<file path="src/rtl/shrot_rmw.sv">
module shrot_rmw #(
  parameter int DW = 8,
  parameter int AW = 16
) (
  input  logic          clk,
  input  logic          rst_n,
  input  logic          start,
  input  logic [1:0]    op,
  input  logic [2:0]    mode,
  input  logic [AW-1:0] opnd,
  input  logic [DW-1:0] x_idx,
  input  logic [DW-1:0] acc_in,
  input  logic          c_in,
  output logic [AW-1:0] mem_addr,
  output logic          mem_rd,
  input  logic [DW-1:0] mem_rdata,
  output logic          mem_we,
  output logic [DW-1:0] mem_wdata,
  output logic [DW-1:0] acc_out,
  output logic          flag_c,
  output logic          flag_z,
  output logic          flag_n,
  output logic [1:0]    pc_step,
  output logic          done
);
  localparam logic [2:0] M_ACC = 3'd0, M_ZP = 3'd1, M_ZPX = 3'd2, M_ABS = 3'd3, M_ABX = 3'd4;

  logic          busy;
  logic [2:0]    cnt, last;
  logic [1:0]    op_q;
  logic [2:0]    mode_q;
  logic [AW-1:0] opnd_q;
  logic [DW-1:0] x_q, a_q, dat_q, src, res;
  logic          ci_q, co, is_mem;
  logic [DW-1:0] zp_lo;

  assign is_mem = (mode_q == M_ZP) || (mode_q == M_ZPX) || (mode_q == M_ABS) || (mode_q == M_ABX);

  always_comb
    case (mode_q)
      M_ZP:         last = 3'd5;
      M_ZPX, M_ABS: last = 3'd6;
      M_ABX:        last = 3'd7;
      default:      last = 3'd2;
    endcase

  assign done   = busy && (cnt == last);
  assign mem_rd = busy && is_mem && (cnt == last - 3'd4);
  assign mem_we = busy && is_mem && (cnt == last - 3'd2);

  assign zp_lo = opnd_q[DW-1:0] + ((mode_q == M_ZPX) ? x_q : '0);

  always_comb
    if (mode_q == M_ZP || mode_q == M_ZPX)
      mem_addr = {{(AW-DW){1'b0}}, zp_lo};
    else if (mode_q == M_ABX)
      mem_addr = opnd_q + {{(AW-DW){1'b0}}, x_q};
    else
      mem_addr = opnd_q;

  assign src = is_mem ? dat_q : a_q;

  always_comb
    case (op_q)
      2'd0:    {co, res} = {src[DW-1], src[DW-2:0], 1'b0};
      2'd1:    {co, res} = {src[0], 1'b0, src[DW-1:1]};
      2'd2:    {co, res} = {src[DW-1], src[DW-2:0], ci_q};
      default: {co, res} = {src[0], ci_q, src[DW-1:1]};
    endcase

  assign mem_wdata = mem_we ? res : '0;

  always_comb
    if (!done)                                pc_step = 2'd0;
    else if (mode_q == M_ZP || mode_q == M_ZPX) pc_step = 2'd2;
    else if (mode_q == M_ABS || mode_q == M_ABX) pc_step = 2'd3;
    else                                      pc_step = 2'd1;

  always_ff @(posedge clk)
    if (!rst_n) begin
      busy <= 1'b0;
      cnt <= '0;
      op_q <= '0;
      mode_q <= '0;
      opnd_q <= '0;
      x_q <= '0;
      a_q <= '0;
      ci_q <= 1'b0;
      dat_q <= '0;
      acc_out <= '0;
      flag_c <= 1'b0;
      flag_z <= 1'b0;
      flag_n <= 1'b0;
    end else if (!busy) begin
      if (start) begin
        busy <= 1'b1;
        cnt <= 3'd1;
        op_q <= op;
        mode_q <= mode;
        opnd_q <= opnd;
        x_q <= x_idx;
        a_q <= acc_in;
        ci_q <= c_in;
      end
    end else begin
      cnt <= cnt + 3'd1;
      if (is_mem && cnt == last - 3'd3)
        dat_q <= mem_rdata;
      if (done) begin
        busy <= 1'b0;
        acc_out <= is_mem ? a_q : res;
        flag_c <= co;
        flag_z <= (res == '0);
        flag_n <= res[DW-1];
      end
    end


  done_pulse_chk: assert property (@(posedge clk) disable iff (!rst_n) done |=> !done);

  wr_after_rd_chk: assert property (@(posedge clk) disable iff (!rst_n) mem_we |-> $past(mem_rd, 2));

  wr_before_done_chk: assert property (@(posedge clk) disable iff (!rst_n)
    (done && is_mem) |-> $past(mem_we, 2));

  no_mem_acc_chk: assert property (@(posedge clk) disable iff (!rst_n)
    (busy && !is_mem) |-> !(mem_rd || mem_we));

  hold_outputs_chk: assert property (@(posedge clk) disable iff (!rst_n)
    !done |=> ($stable(acc_out) && $stable(flag_c) && $stable(flag_z) && $stable(flag_n)));

  acc_flags_chk: assert property (@(posedge clk) disable iff (!rst_n)
    (done && !is_mem) |=> (flag_z == (acc_out == '0)) && (flag_n == acc_out[DW-1]));

  busy_lock_chk: assert property (@(posedge clk) disable iff (!rst_n)
    busy |=> ($stable(op_q) && $stable(mode_q) && $stable(opnd_q) && $stable(a_q)));
endmodule

</file>
<file path="config.mk">
export PLATFORM = sky130hd
export DESIGN_NAME = shrot_rmw
export DESIGN_NICKNAME = d
export VERILOG_FILES = /design/src/rtl/shrot_rmw.sv
export SDC_FILE = /design/constraint.sdc
export NUM_CORES = 1
export LEC_CHECK = 0
export CAP_MARGIN = 10
export CORE_MARGIN = 2
export CORE_UTILIZATION = 40
export CTS_CLUSTER_DIAMETER = 120
export DETAILED_ROUTE_END_ITERATION = 7
export PLACE_DENSITY = 0.63
export SYNTH_ARGS = -nofsm -noshare
export SYNTH_HDL_FRONTEND = slang
export SYNTH_SLANG_ARGS = --single-unit
</file>
<file path="constraint.sdc">
create_clock -name clk -period 3.5 [get_ports clk]
set_input_delay 0.7 -clock clk [delete_from_list [all_inputs] [get_ports clk]]
set_output_delay 0.7 -clock clk [all_outputs]
set_load 0.02 [all_outputs]
</file>
==> impl_metrics.json <==
{
  "setup_viol": 0,
  "clock_sinks": 61,
  "antenna_found_initial": 0,
  "finalCriticalPeriod_ps": 3357,
  "clkTransAtPathRegs_ps": 70,
  "multi_input_area_um2": 2470,
  "worst_pin_slew_ps": 912.8,
  "first_global_vias": 3586,
  "synth_seq_cells": 61,
  "cp_data_arrival_time_ps": 2660,
  "whs_path_depth": 2,
  "dp_slack_ps": 16.01,
  "final_nets": 663,
  "num_rows": 35,
  "cp_top_family": "compound AO/OA/AOI/OAI gates",
  "critPathKind": "reg -> out",
  "met3_length_um": 459,
  "ioPinCount": 89,
  "rrSetupSlack_ps": 970,
  "max_stage_delay_ps": 380,
  "endpoint_kind": "output pin",
  "drt-pass1-iter-count": 4,
  "whs_endpoint": "acc_out[6]$_SDFFE_PN0P_",
  "power_mw": 1.961,
  "vias": 3796,
  "cellPowerDensity_nw_per_um2": 379.0,
  "syn_avg_cell_area_um2": 7.627,
  "wl_met1_mm": 5.160,
  "port_buffers": 88,
  "grt_max_degree": 33,
  "grt_overflow_total": 0,
  "regArea_um2": 1221,
  "die_w_um": 101.7,
  "r2r_end": "flag_z$_SDFFE_PN0P_",
  "cts_setup_buffers": 0,
  "cpMaxStageDelayCell": "fa_1",
  "coreArea_um2": 9240,
  "irDropWorstVdd_v": 0.0001603,
  "num_antenna_cells": 0,
  "syn-cell-area_um2": 3821,
  "fin_ws_ps": 143.2,
  "hp-class": "reg -> reg",
  "top_layer": "met4",
  "h-tree-depth": 3,
  "crit_fanout": 4,
  "final_hold_viol_count": 0,
  "cts_root_buffer": "clkbuf_8",
  "gp_congestion": 0.8679,
  "grt_pass1_wl_mm": 17.28,
  "r2r-start": "op_q[0]$_SDFFE_PN0P_",
  "initial_core_util_pct": 41.35,
  "dieArea_um2": 10350,
  "finalCritPeriodShare_pct": 95.91,
  "ys.flop_type": "dfxtp_1",
  "critPathLaunchType": "flip-flop",
  "routed_wirelength_mm": 10.69,
  "synth_edf_count": 0,
  "clk_path_buf_depth": 2,
  "finalMaxSlewViolations": 0,
  "cap_viol_max_count": 0,
  "hpwlAfterDp_mm": 7.675,
  "ys_seq_area_share_pct": 31.96,
  "async_flop_share_pct": 0,
  "cp-startpoint": "x_q[0]$_SDFFE_PN0P_",
  "dr.first_iter.drc_count": 207,
  "max_freq_mhz": 297.9,
  "yosys_warnings": 0,
  "drtAntennaViolNets": 0,
  "cts_buffers": 9,
  "drc_errors": 0,
  "cts_tree": "yes",
  "crit_buf_inv": 3,
  "crit_required_ps": 2800,
  "wire_per_inst_um": 14.64,
  "insertion_delay_ps": 340,
  "synth_nets": 568,
  "stdcell_area_um2": 5174,
  "dr_wl_met2_mm": 4.961,
  "hp-start": "acc_out[6]$_SDFFE_PN0P_",
  "slew_headroom_pct": 39.06,
  "p_leak_nw": 2.184,
  "drive_gt1_share_pct": 12.48,
  "vias_per_cell": 5.200,
  "status": "finished clean",
  "grt.total_usage_pct": 21.01,
  "synth_cells": 501,
  "clock_skew_ps": 7.949,
  "synthToLayoutAreaGrowth_pct": 35.40,
  "die_h_um": 101.7,
  "reg2regPathDepth": 6,
  "rsz0062_at_grt": "no",
  "placed_cell_area_um2": 4918,
  "ys_types": 52,
  "crit_chain": "ha_1, inv_1, fa_1, nor2b_2, o211ai_1, a211oi_1, buf_4, o2111ai_1, xor2_1, nor2_1, clkbuf_2",
  "fillers": 906
}
## power by group
group | internal, mW | switching, mW | total [mW]
logic | 0.191 | 0.218 | 0.409
clock network | 0.493 | 0.297 | 0.790
registers | 0.724 | 0.0385 | 0.762
## cell usage in the layout (no fill, tap or decap), types with 5 or more instances in the layout
master and n:
or3_1 8, dlygate4sd2_1 7, and2_1 6, a21o_1 7, a21oi_1 68, nor2_1 47
inv_1 8, o21ai_0 18, mux2_2 5, xor2_1 6, buf_4 27, xnor2_1 10
a211oi_1 13, clkbuf_2 7, nor3_1 8, mux2i_1 19, clkbuf_8 10, nand2_1 106
ha_1 16, dfxtp_1 61, clkdlybuf4s50_1 67, nor2b_1 7
## timing repair
| action | CTS | global route |
|---|---|---|
| gates cloned | 0 | 1 |
| hold buffers | 0 | 0 |
| setup endpoints to repair | 20 | 21 |
| gates resized for setup | 21 | 35 |
| pin swaps | 0 | 0 |
## area by class of cell
type	count	share of cell area, %
multi-input cells	401	47.74
well taps	129	3.120
flip-flops and latches	61	23.60
clock buffers	10	2.660
repair buffers	114	20.12
inverters	9	0.6530
clock inverters	6	2.104
## kinds of logic (layout without fill, tap and decap cells)
family                   count (synthesis)  count (layout)  share of synthesized area, %
AND/OR/NAND/NOR                        205             206                         24.10
AO/OA/AOI/OAI                          134             134                         20.89
buffers and inverters                   40             139                         4.617
multiplexers                            25              25                         7.040
flip-flops                              61              61                         31.96
XOR/XNOR                                18              18                         5.108
adder cells (fa/ha/maj)                 18              18                         6.287
## sequential cells by signal, summed over array words and instances, names as in the netlist
signal	flops
acc_out	8
ci_q	1
cnt	3
x_q	8
dat_q	8
mode_q	3
busy	1
opnd_q	16
op_q	2
flag_c	1
a_q	8
flag_n	1
flag_z	1
## synthesized netlist by cell type, types with 3 or more instances
| cell type | n | area share (%) |
|---|---|---|
| a211oi_1 | 13 | 2.6 |
| a21o_1 | 7 | 1.4 |
| a21oi_1 | 70 | 9.2 |
| a31oi_1 | 4 | 0.65 |
| and2_1 | 6 | 0.98 |
| buf_1 | 3 | 0.29 |
| buf_2 | 6 | 0.79 |
| clkbuf_1 | 19 | 1.9 |
| dfxtp_1 | 61 | 32 |
| ha_1 | 16 | 5.2 |
| inv_1 | 8 | 0.79 |
| mux2_2 | 5 | 1.5 |
| mux2i_1 | 19 | 5.0 |
| nand2_1 | 106 | 10 |
| nand2b_1 | 4 | 0.65 |
| nand3_1 | 3 | 0.39 |
| nor2_1 | 48 | 4.7 |
| nor2b_1 | 9 | 1.5 |
| nor3_1 | 9 | 1.2 |
| o211ai_1 | 4 | 0.79 |
| o21ai_0 | 18 | 2.4 |
| o31ai_1 | 3 | 0.59 |
| or3_1 | 8 | 1.3 |
| xnor2_1 | 10 | 2.3 |
| xor2_1 | 6 | 1.4 |
## per-layer routing
metal / up-vias / GRT usage (%)
met2: 77 / 32.29
met1: 1782 / 29.20
met3: 10 / 3.451
met5: - / 0
li1: 1927 / -
met4: 0 / 8.628
## worst register-to-register path: cells and delay by family, from the launching register on
family | cells | cell delay, ps
flops | 1 | 920
simple gates | 2 | 900
compound gates | 3 | 340
buf+inv | 1 | 300
## worst max-delay path by stage
stage,end,cells after the start,slack (ps)
finish,mem_addr[10],11,140
global route,mem_wdata[4],9,6
CTS,mem_addr[6],10,-70
global placement,mem_addr[10],11,100
floorplan,mem_addr[6],11,340
detailed placement,mem_addr[6],11,20
## per-stage QoR
stage          cells  hold WS, ps  setup TNS (ps)  utilization [%]
3_3_place_gp     713        444.8               0            53.23
5_1_grt          730        481.3               0            55.99
2_1_floorplan    501        448.4               0                -
4_1_cts          729        458.9          -70.68            55.82
3_5_place_dp     713        449.1               0            53.23
6_report         730        456.5               0            55.99
(Power assumes the default switching activity.)
